[src/rtl/trig_timer_pkg.sv]
package trig_timer_pkg;
  localparam int ADDR_W = 4;

  localparam logic [ADDR_W-1:0] ADR_CTRL   = 4'd0;
  localparam logic [ADDR_W-1:0] ADR_MODE   = 4'd1;
  localparam logic [ADDR_W-1:0] ADR_SLAVE  = 4'd2;
  localparam logic [ADDR_W-1:0] ADR_IE     = 4'd3;
  localparam logic [ADDR_W-1:0] ADR_STATUS = 4'd4;
  localparam logic [ADDR_W-1:0] ADR_EVGEN  = 4'd5;
  localparam logic [ADDR_W-1:0] ADR_COUNT  = 4'd6;
  localparam logic [ADDR_W-1:0] ADR_PRESC  = 4'd7;
  localparam logic [ADDR_W-1:0] ADR_RELOAD = 4'd8;
  localparam logic [ADDR_W-1:0] ADR_CMP0   = 4'd9;

  localparam int MM_LSB = 4;  // output-mode field
  localparam int TS_LSB = 4;  // trigger source field

  typedef enum logic [2:0] {
    SLV_OFF    = 3'd0,
    SLV_ENC1   = 3'd1,
    SLV_ENC2   = 3'd2,
    SLV_ENC3   = 3'd3,
    SLV_RESET  = 3'd4,
    SLV_GATED  = 3'd5,
    SLV_START  = 3'd6,
    SLV_EXTCLK = 3'd7
  } slave_mode_e;

  typedef enum logic [2:0] {
    MST_SWUPD    = 3'd0,
    MST_ENABLE   = 3'd1,
    MST_UPDATE   = 3'd2,
    MST_CMPPULSE = 3'd3,
    MST_REF0     = 3'd4,
    MST_REF1     = 3'd5,
    MST_REF2     = 3'd6,
    MST_REF3     = 3'd7
  } master_mode_e;
endpackage

[src/rtl/trig_timer_sync.sv]
module trig_timer_sync #(
  parameter int N_TRIG = 8,
  localparam int SEL_W = $clog2(N_TRIG)
) (
  input  logic              clk,
  input  logic              rst,
  input  logic [N_TRIG-1:0] trig_in,
  input  logic [SEL_W-1:0]  sel,
  output logic              trig_lvl,
  output logic              trig_rise
);
  logic [N_TRIG-1:0] meta_q, sync_q;
  logic              prev_q;

  always_ff @(posedge clk) begin
    if (rst) begin
      meta_q <= '0;
      sync_q <= '0;
      prev_q <= 1'b0;
    end else begin
      meta_q <= trig_in;
      sync_q <= meta_q;
      prev_q <= sync_q[sel];
    end
  end

  assign trig_lvl  = sync_q[sel];
  assign trig_rise = sync_q[sel] & ~prev_q;
endmodule

[src/rtl/trig_timer_core.sv]
module trig_timer_core
  import trig_timer_pkg::*;
#(
  parameter int CNT_W = 16
) (
  input  logic             clk,
  input  logic             rst,
  input  logic             run,
  input  logic             preload,
  input  slave_mode_e      smode,
  input  logic             trig_lvl,
  input  logic             trig_rise,
  input  logic             ug,
  input  logic             cnt_wr,
  input  logic [CNT_W-1:0] cnt_wdata,
  input  logic [CNT_W-1:0] psc_pre,
  input  logic [CNT_W-1:0] arr_pre,
  input  logic [CNT_W-1:0] cmp_first,
  output logic [CNT_W-1:0] cnt_q,
  output logic [CNT_W-1:0] psc_act,
  output logic             upd_evt,
  output logic             cmp_evt,
  output logic             start_req
);
  logic [CNT_W-1:0] pcnt_q, arr_sh_q, arr_act, cnt_nxt;
  logic             tick, step, wrap, restart;

  // encoder codes fall back to free running
  always_comb begin
    case (smode)
      SLV_GATED:  tick = run & trig_lvl;
      SLV_EXTCLK: tick = run & trig_rise;
      default:    tick = run;
    endcase
  end

  assign arr_act   = preload ? arr_sh_q : arr_pre;
  assign restart   = ug | ((smode == SLV_RESET) & trig_rise);
  assign step      = tick & (pcnt_q >= psc_act);
  assign wrap      = step & (cnt_q >= arr_act);
  assign cnt_nxt   = wrap ? '0 : cnt_q + 1'b1;
  assign upd_evt   = restart | wrap;
  assign cmp_evt   = step & ~restart & (cnt_nxt == cmp_first);
  assign start_req = (smode == SLV_START) & trig_rise;

  always_ff @(posedge clk) begin
    if (rst) begin
      cnt_q    <= '0;
      pcnt_q   <= '0;
      psc_act  <= '0;
      arr_sh_q <= '1;
    end else begin
      if (restart) begin
        cnt_q  <= '0;
        pcnt_q <= '0;
      end else begin
        if (cnt_wr)    cnt_q <= cnt_wdata;
        else if (step) cnt_q <= cnt_nxt;
        if (tick)      pcnt_q <= step ? '0 : pcnt_q + 1'b1;
      end
      if (upd_evt) begin
        psc_act  <= psc_pre;
        arr_sh_q <= arr_pre;
      end
    end
  end
endmodule

[src/rtl/trig_timer_out.sv]
module trig_timer_out
  import trig_timer_pkg::*;
#(
  parameter int CNT_W = 16,
  parameter int N_CH  = 4
) (
  input  logic                       clk,
  input  logic                       rst,
  input  logic [CNT_W-1:0]           cnt,
  input  logic [N_CH-1:0][CNT_W-1:0] cmp,
  input  master_mode_e               mmode,
  input  logic                       run,
  input  logic                       ug,
  input  logic                       upd_evt,
  input  logic                       cmp_evt,
  output logic [N_CH-1:0]            cmp_ref,
  output logic                       trgo
);
  logic ug_q, upd_q, cmpp_q;

  for (genvar ch = 0; ch < N_CH; ch++) begin : g_ref
    assign cmp_ref[ch] = cnt < cmp[ch];
  end

  always_ff @(posedge clk) begin
    if (rst) begin
      ug_q   <= 1'b0;
      upd_q  <= 1'b0;
      cmpp_q <= 1'b0;
    end else begin
      ug_q   <= ug;
      upd_q  <= upd_evt;
      cmpp_q <= cmp_evt;
    end
  end

  always_comb begin
    case (mmode)
      MST_SWUPD:    trgo = ug_q;
      MST_ENABLE:   trgo = run;
      MST_UPDATE:   trgo = upd_q;
      MST_CMPPULSE: trgo = cmpp_q;
      default:      trgo = cmp_ref[mmode[1:0]];
    endcase
  end
endmodule

[src/rtl/trig_timer.sv]
module trig_timer
  import trig_timer_pkg::*;
#(
  parameter int CNT_W  = 16,
  parameter int N_TRIG = 8,
  parameter int N_CH   = 4,
  localparam int SEL_W = $clog2(N_TRIG)
) (
  input  logic                clk,
  input  logic                rst,
  input  logic                wr_en,
  input  logic [ADDR_W-1:0]   addr,
  input  logic [CNT_W-1:0]    wdata,
  output logic [CNT_W-1:0]    rdata,
  input  logic [N_TRIG-1:0]   trig_in,
  output logic                trgo,
  output logic                irq,
  output logic [N_CH-1:0]     cmp_ref
);
  logic                       run_q, preload_q, uie_q, uif_q;
  master_mode_e               mm_q;
  slave_mode_e                smode_q;
  logic [SEL_W-1:0]           tsel_q;
  logic [CNT_W-1:0]           psc_pre_q, arr_pre_q, cnt_q, psc_act, rd_mux;
  logic [N_CH-1:0][CNT_W-1:0] cmp_q;
  logic                       trig_lvl, trig_rise, upd_evt, cmp_evt, start_req;
  logic                       ug, cnt_wr;

  assign ug     = wr_en && (addr == ADR_EVGEN) && wdata[0];
  assign cnt_wr = wr_en && (addr == ADR_COUNT);

  trig_timer_sync #(.N_TRIG(N_TRIG)) u_sync (
    .clk(clk), .rst(rst), .trig_in(trig_in), .sel(tsel_q),
    .trig_lvl(trig_lvl), .trig_rise(trig_rise)
  );

  trig_timer_core #(.CNT_W(CNT_W)) u_core (
    .clk(clk), .rst(rst), .run(run_q), .preload(preload_q), .smode(smode_q),
    .trig_lvl(trig_lvl), .trig_rise(trig_rise), .ug(ug), .cnt_wr(cnt_wr),
    .cnt_wdata(wdata), .psc_pre(psc_pre_q), .arr_pre(arr_pre_q),
    .cmp_first(cmp_q[0]), .cnt_q(cnt_q), .psc_act(psc_act),
    .upd_evt(upd_evt), .cmp_evt(cmp_evt), .start_req(start_req)
  );

  trig_timer_out #(.CNT_W(CNT_W), .N_CH(N_CH)) u_out (
    .clk(clk), .rst(rst), .cnt(cnt_q), .cmp(cmp_q), .mmode(mm_q), .run(run_q),
    .ug(ug), .upd_evt(upd_evt), .cmp_evt(cmp_evt), .cmp_ref(cmp_ref), .trgo(trgo)
  );

  always_ff @(posedge clk) begin
    if (rst) begin
      run_q     <= 1'b0;
      preload_q <= 1'b0;
      mm_q      <= MST_SWUPD;
      smode_q   <= SLV_OFF;
      tsel_q    <= '0;
      uie_q     <= 1'b0;
      uif_q     <= 1'b0;
      psc_pre_q <= '0;
      arr_pre_q <= '1;
    end else begin
      if (start_req) run_q <= 1'b1;
      else if (wr_en && addr == ADR_CTRL) run_q <= wdata[0];
      if (wr_en && addr == ADR_CTRL) preload_q <= wdata[1];
      if (wr_en && addr == ADR_MODE) mm_q <= master_mode_e'(wdata[MM_LSB +: 3]);
      if (wr_en && addr == ADR_SLAVE) begin
        smode_q <= slave_mode_e'(wdata[2:0]);
        tsel_q  <= wdata[TS_LSB +: SEL_W];
      end
      if (wr_en && addr == ADR_IE) uie_q <= wdata[0];
      if (upd_evt) uif_q <= 1'b1;
      else if (wr_en && addr == ADR_STATUS && !wdata[0]) uif_q <= 1'b0;
      if (wr_en && addr == ADR_PRESC)  psc_pre_q <= wdata;
      if (wr_en && addr == ADR_RELOAD) arr_pre_q <= wdata;
    end
  end

  for (genvar ch = 0; ch < N_CH; ch++) begin : g_cmp
    always_ff @(posedge clk) begin
      if (rst) cmp_q[ch] <= '0;
      else if (wr_en && addr == ADDR_W'(int'(ADR_CMP0) + ch)) cmp_q[ch] <= wdata;
    end
  end

  always_comb begin
    rd_mux = '0;
    case (addr)
      ADR_CTRL:   rd_mux[1:0] = {preload_q, run_q};
      ADR_MODE:   rd_mux[MM_LSB +: 3] = mm_q;
      ADR_SLAVE:  begin
        rd_mux[2:0] = smode_q;
        rd_mux[TS_LSB +: SEL_W] = tsel_q;
      end
      ADR_IE:     rd_mux[0] = uie_q;
      ADR_STATUS: rd_mux[0] = uif_q;
      ADR_COUNT:  rd_mux = cnt_q;
      ADR_PRESC:  rd_mux = psc_pre_q;
      ADR_RELOAD: rd_mux = arr_pre_q;
      default: begin
        for (int c = 0; c < N_CH; c++)
          if (addr == ADDR_W'(int'(ADR_CMP0) + c)) rd_mux = cmp_q[c];
      end
    endcase
  end

  always_ff @(posedge clk) begin
    if (rst) rdata <= '0;
    else     rdata <= rd_mux;
  end

  assign irq = uif_q & uie_q;
endmodule

[config.mk]
export PLATFORM = sky130hd
export DESIGN_NAME = trig_timer
export DESIGN_NICKNAME = d
export VERILOG_FILES = /design/src/rtl/trig_timer_pkg.sv /design/src/rtl/trig_timer_sync.sv /design/src/rtl/trig_timer_core.sv /design/src/rtl/trig_timer_out.sv /design/src/rtl/trig_timer.sv
export SDC_FILE = /design/constraint.sdc
export NUM_CORES = 1
export LEC_CHECK = 0
export BUFFER_PORTS_ARGS = -buffer_cell sky130_fd_sc_hd__buf_2
export CORE_ASPECT_RATIO = 1.5
export CORE_UTILIZATION = 62
export DETAILED_ROUTE_END_ITERATION = 8
export HOLD_SLACK_MARGIN = 0.1
export PLACE_DENSITY = 0.8
export SYNTH_ARGS = -nofsm -noshare
export SYNTH_HDL_FRONTEND = slang
export SYNTH_SLANG_ARGS = --single-unit
[constraint.sdc]
create_clock -name clk -period 4.2 [get_ports clk]
set_clock_uncertainty 0.2 [all_clocks]
set_input_delay 0.63 -clock clk [delete_from_list [all_inputs] [get_ports clk]]
set_output_delay 0.63 -clock clk [all_outputs]
set_load 0.02 [all_outputs]
# Word-level counts from Yosys, hierarchy flattened
# Index checks and enable logic that the tools add are counted.
dict set report totals {
  out_inout_bits 22
  n_memories 0
  latch_bits 0
  reg_bits 209
  word_cells 119
  inputBits 31
  mem_bits_ro 0
  ram_bits 0
}
dict set report op_classes {
  mul 0
  n_shift 0
  n_reduce_logical 26
  n_div 0
  n_mux 25
  add_sub_neg 2
  eq_ne 20
  bitwise_logic 14
  magnitude_cmp 8
}
# op count
set op_table {}
lappend op_table {{16-bit 2-to-1 mux} 9}
lappend op_table {{16-bit less-than comparator} 4}
lappend op_table {{9-bit case mux with 4 select lines} 1}
lappend op_table {{16-bit by 1-bit adder with 16-bit output (second input constant)} 2}
lappend op_table {{16-bit greater-or-equal comparator} 2}
lappend op_table {{4-bit equality test (second input constant)} 5}
lappend op_table {{3-bit case mux with 6 select lines} 1}
lappend op_table {{16-bit equality test} 1}
lappend op_table {{4-bit by 3-bit equality test with 1-bit output (second input constant)} 4}
lappend op_table {{1-bit logical AND} 15}
lappend op_table {{3-bit equality test (second input constant)} 4}
lappend op_table {{1-bit AND} 10}
lappend op_table {{4-bit by 2-bit equality test with 1-bit output (second input constant)} 2}
lappend op_table {{1-bit case mux with 4 select lines} 2}
lappend op_table {{1-bit case mux with 8 select lines} 1}
lappend op_table {{3-bit by 2-bit equality test with 1-bit output (second input constant)} 2}
lappend op_table {{1-bit 2-to-1 mux} 6}
lappend op_table {{1-bit case mux with 6 select lines} 1}
lappend op_table {{2-bit nonzero test} 3}
lappend op_table {{3-bit OR reduction} 2}
lappend op_table {{1-bit case mux with 5 select lines} 1}
lappend op_table {{5-bit OR reduction} 1}
lappend op_table {{4-bit by 1-bit equality test with 1-bit output (second input constant)} 1}
lappend op_table {{4-bit logical NOT} 1}
lappend op_table {{other kinds (12)} 14}

# Depth between registers and ports, before layout
dict set report depth {
  ltp_word 10
  depth_mapped 14
  ltp_nobuf 10
}

# Hierarchy
# From an unflattened synthesis, not the netlist that was laid out.
dict set report unflattened {
  cells_unflattened 1451
  area_unflattened_um2 11970.2
}
# module cells_per_inst seq_area_each_um2 area_each_um2 instances
set by_module_without_submodules {}
lappend by_module_without_submodules {trig_timer 684 2502.4 5519.0 1}
lappend by_module_without_submodules {trig_timer_core 494 1281.2 4204.0 1}
lappend by_module_without_submodules {trig_timer_out 226 60.1 1711.6 1}
lappend by_module_without_submodules {trig_timer_sync 47 340.3 535.5 1}

# Worst setup path after synthesis
# OpenSTA, ideal clock, no wires.
dict set report synth_timing {
  kind {register to register}
  from {register preload_q}
  to {register u_core.psc_act[0]}
  n_path_buf 4
  required_ps 3872
  period_less_slack_ps 3726
  arrival_time_ps 3398
  setup_slack_ps 474
  path_stages_with_launch 14
  setup_ps 128
  cell_sequence {dfxtp_1 clkbuf_1 clkbuf_1 mux2i_1 ha_1 a211oi_1 o21ai_0 a2111oi_0 o31ai_1 a31oi_1 buf_2 buf_4 mux2i_1 nor2_1}
}
dict set report synth_between {
  elab_chain_len 4
}
# item line
set synth_rtl {}
lappend synth_rtl {{start: declaration} trig_timer.sv:20} ;# logic run_q, preload_q, uie_q, uif_q;
lappend synth_rtl {{start signal: assignment} trig_timer.sv:64} ;# if (wr_en && addr == ADR_CTRL) preload_q <= wdata[1];
lappend synth_rtl {{16-bit 2-to-1 mux} trig_timer_core.sv:37} ;# assign arr_act = preload ? arr_sh_q : arr_pre;
lappend synth_rtl {{16-bit greater-or-equal comparator} trig_timer_core.sv:40} ;# assign wrap = step & (cnt_q >= arr_act);
lappend synth_rtl {{1-bit AND} trig_timer_core.sv:40}
lappend synth_rtl {{1-bit OR} trig_timer_core.sv:42} ;# assign upd_evt = restart | wrap;
lappend synth_rtl {{end signal: assignment} trig_timer_core.sv:62} ;# psc_act <= psc_pre;
lappend synth_rtl {{end: declaration} trig_timer_core.sv:20} ;# output logic [CNT_W-1:0] psc_act,
# Every way passes these cells.
# A chain may end at the register's enable or synchronous reset.

# Worst setup path in the final report
dict set report layout_timing {
  from {register u_core.cnt_q[1]}
  to {output trgo}
}
dict set report layout_between {
  elab_chain_len 4
  word_cells_on_any_way 7
  cone_classes {4 x order compare; 3 x mux}
}
# item line
set layout_rtl {}
lappend layout_rtl {{start: declaration} trig_timer_core.sv:19} ;# output logic [CNT_W-1:0] cnt_q,
lappend layout_rtl {{start signal: assignment} trig_timer_core.sv:57} ;# if (cnt_wr) cnt_q <= cnt_wdata;
lappend layout_rtl {{start signal: assignment} trig_timer_core.sv:58} ;# else if (step) cnt_q <= cnt_nxt;
lappend layout_rtl {{16-bit less-than comparator} trig_timer_out.sv:22} ;# assign cmp_ref[ch] = cnt < cmp[ch];
lappend layout_rtl {{1-bit binary-select mux with 2-bit select (*)} trig_timer_out.sv:43} ;# default: trgo = cmp_ref[mmode[1:0]];
lappend layout_rtl {{1-bit 2-to-1 mux (implied by the code) (*)} trig_timer_out.sv:43}
lappend layout_rtl {{1-bit case mux with 4 select lines (*)} trig_timer_out.sv:38} ;# case (mmode)
lappend layout_rtl {{end: declaration} trig_timer.sv:16} ;# output logic trgo,
# Mark *: on every way between the ends. The rest lies on a longest branch, timed or not. The select of a mux whose other input is x is not followed.

==> results_dict.tcl <==
set metrics [dict create \
    status "complete, no violations" \
    start_util 0.636 \
    cp-start-kind "flop" \
    synth_edf_count 0 \
    rrSetupSlack_ns 0.43 \
    ys_async_sr_fraction 0 \
    post-dp-hpwl_mm 24.2 \
    grt_use_total 0.351 \
    htreeDepth 1 \
    fin_hold_ws_ns 0.140 \
    fin_crit_ns 4.09 \
    relSlewSlack 0.255 \
    p_leak_nw 4.95 \
    tns_ns 0 \
    ir_worst_vdd_mv 0.328 \
    clk_pin_slew_ns 0.07 \
    cts_tree "yes" \
    cap_violations 0 \
    placedCellCount 1615 \
    drtPass1Iterations 8 \
    wl_per_cell_microns 20.2 \
    die_h_microns 168 \
    slew_viol_final 0 \
    synth_top_cell_area_share 0.367 \
    cts_root_buf "clkbuf_16" \
    place_congestion 0.991 \
    ys_seq_area_frac 0.367 \
    synth-seq-cells 209 \
    grt_pass1_wl_mm 52.2 \
    synth_nets 1528 \
    setup_viol 0 \
    cp.required_ns 3.37 \
    dp_slack_ns 0.533 \
    synth.avg_cell_area_sq_um 8.13 \
    core-area_sq_um 17900 \
    fin_nets 1547 \
    totalWireLength_mm 33.5 \
    layout_setup_ws_ns 0.106 \
    io_pins 53 \
    drive_gt1_frac 0.0925 \
    route.detailed.drc 0 \
    port_buffers 52 \
    fin_cells 1655 \
    synth_cells 1403 \
    grt_start_max_net_pins 177 \
    ys_types 68 \
    cts_setup_buffers 0 \
    worstMarginPinSlew_ns 1.11 \
    num_rows 60 \
    p_sw_frac 0.251 \
    fin_crit_sh 0.975 \
    vias 10520 \
    clock_path_buffers 3 \
    seq_power_share 0.470 \
    fmax_mhz 244 \
    synthFlopType "dfxtp_1" \
    crit_path_end_kind "primary output" \
    yosys-top-cells-area "dfxtp_1 37%, ha_1 10%, nand2_1 8.0%" \
    clock_latency_ns 0.51 \
    comb_power_share 0.087 \
    antenna_found_initial 0 \
    grt_pass1_vias 10198 \
    p_total_mw 4.36 \
    numCtsBuffers 22 \
    vias_per_cell 6.36 \
    yosys_warnings 0 \
    postCtsHoldBufs 0 \
    switching_power_mw 1.10 \
    path_class "flop to primary output" \
    worstPathMaxFanout 10 \
    syn_area_sq_um 11400 \
    syn_to_final_growth_pct 10.4 \
    clock_power_share 0.443 \
    dieArea_sq_um 19000 \
    die_x_microns 113 \
    first_iter_violations 826 \
    arrival_ns 3.26 \
    rsz0062_at_grt "false" \
    grt.overflow.total 0 \
    hold_violations 0 \
    postRouteAntennaNets 0 \
    synth_top_cell_by_area "dfxtp_1" \
    p_int_mw 3.27 \
    num_antenna_cells 0 \
    hold_path_class "input pin to flop" \
    p_per_area_nw_per_um2 346 \
    cts.sinks 209 \
]
-- through the flow --
step / instance area [sq um] / utilization
2_1_floorplan: 11400 / -
3_3_place_gp: 11900 / 0.661
3_5_place_dp: 11900 / 0.661
4_1_cts: 12600 / 0.702
5_1_grt: 12600 / 0.702
6_report: 12600 / 0.702
-- path summary, 6_finish.rpt --
kind / to / start / cells past startpoint
max: trgo / u_core.cnt_q[1] / 9
min: u_sync.meta_q[4] / trig_in[4] / 2
max reg2reg: u_out.cmpp_q / preload_q / 10
min reg2reg: u_sync.sync_q[2] / u_sync.meta_q[2] / 1
-- cell usage after synthesis (all sizes together), types with 19 or more instances --
cell and n:
inv 90, nor2b 40, o21ai 36, a21oi 119, dfxtp 209, nand2 244
nand3b 19, mux2i 44, nand4 19, a211o 21, clkbuf 73, a22oi 29
nand3 40, nor2 94, a31oi 19, ha 94
-- area by class of cell --
cell class	count	area (sq um)
multi-input combinational	1019	6570
sequential	209	4190
clock inverter	8	62.6
clock buffer	32	669
tap	217	272
timing repair buffer	80	498
fill	1523	5350
inverter	90	338
-- critical path: stages, from the launching register on --
cell,delay [ns]
dfxtp_2,0.45
ha_1,0.26
a21o_1,0.16
a21oi_1,0.14
o21ai_0,0.17
a2111o_1,0.45
a211oi_1,0.41
a32oi_1,0.10
o221ai_1,0.38
buf_2,0.24
-- placed cells by master, fill, tap and decap left out, types with 21 or more instances in the layout --
cell type	n
nand2_1	244
dfxtp_1	205
a21oi_1	119
nor2_1	94
ha_1	94
inv_1	90
buf_2	51
mux2i_1	43
nor2b_1	40
nand3_1	40
o21ai_0	36
a22oi_1	29
buf_4	27
clkbuf_16	23
a211o_1	21
-- cell families after synthesis --
family,count (synthesis),synth area share
AO/OA/AOI/OAI,327,0.190
buffers and inverters,175,0.0595
AND/OR/NAND/NOR,516,0.208
multiplexers,48,0.0465
XOR/XNOR,34,0.0261
flip-flops,209,0.367
adder cells (fa/ha/maj),94,0.103
-- power by group through the flow --
stage	logic, mW	registers [mW]	clock network, mW
after global routing	0.407	2.05	2.02
after global placement	0.367	2.09	0
after CTS	0.373	2.05	1.95
after floorplan	0.238	2.09	0
final	0.381	2.05	1.93
after detailed placement	0.371	2.09	0
-- metal layers --
metal  GRT usage  wire length, microns  vias to the layer above
li1            -                     -                     4960
met1       0.404                 12500                     4929
met2       0.624                 16600                      478
met3      0.0392                  2360                      153
met4       0.207                  1970                        0
met5           0                     0                        -
-- flip-flops by register name (all words and copies together) (netlist names), 8 cells and up --
name	flops
arr_pre_q	16
cmp_q	64
psc_pre_q	16
rdata	16
u_core.arr_sh_q	16
u_core.cnt_q	16
u_core.pcnt_q	16
u_core.psc_act	16
u_sync.meta_q	8
u_sync.sync_q	8
-- what timing repair did --
item                                   4_1_cts  5_1_grt
endpoints found under the hold margin        0        0
setup endpoints to repair                    0        1
resized for setup                            0        5
(Power assumes the default switching activity.)
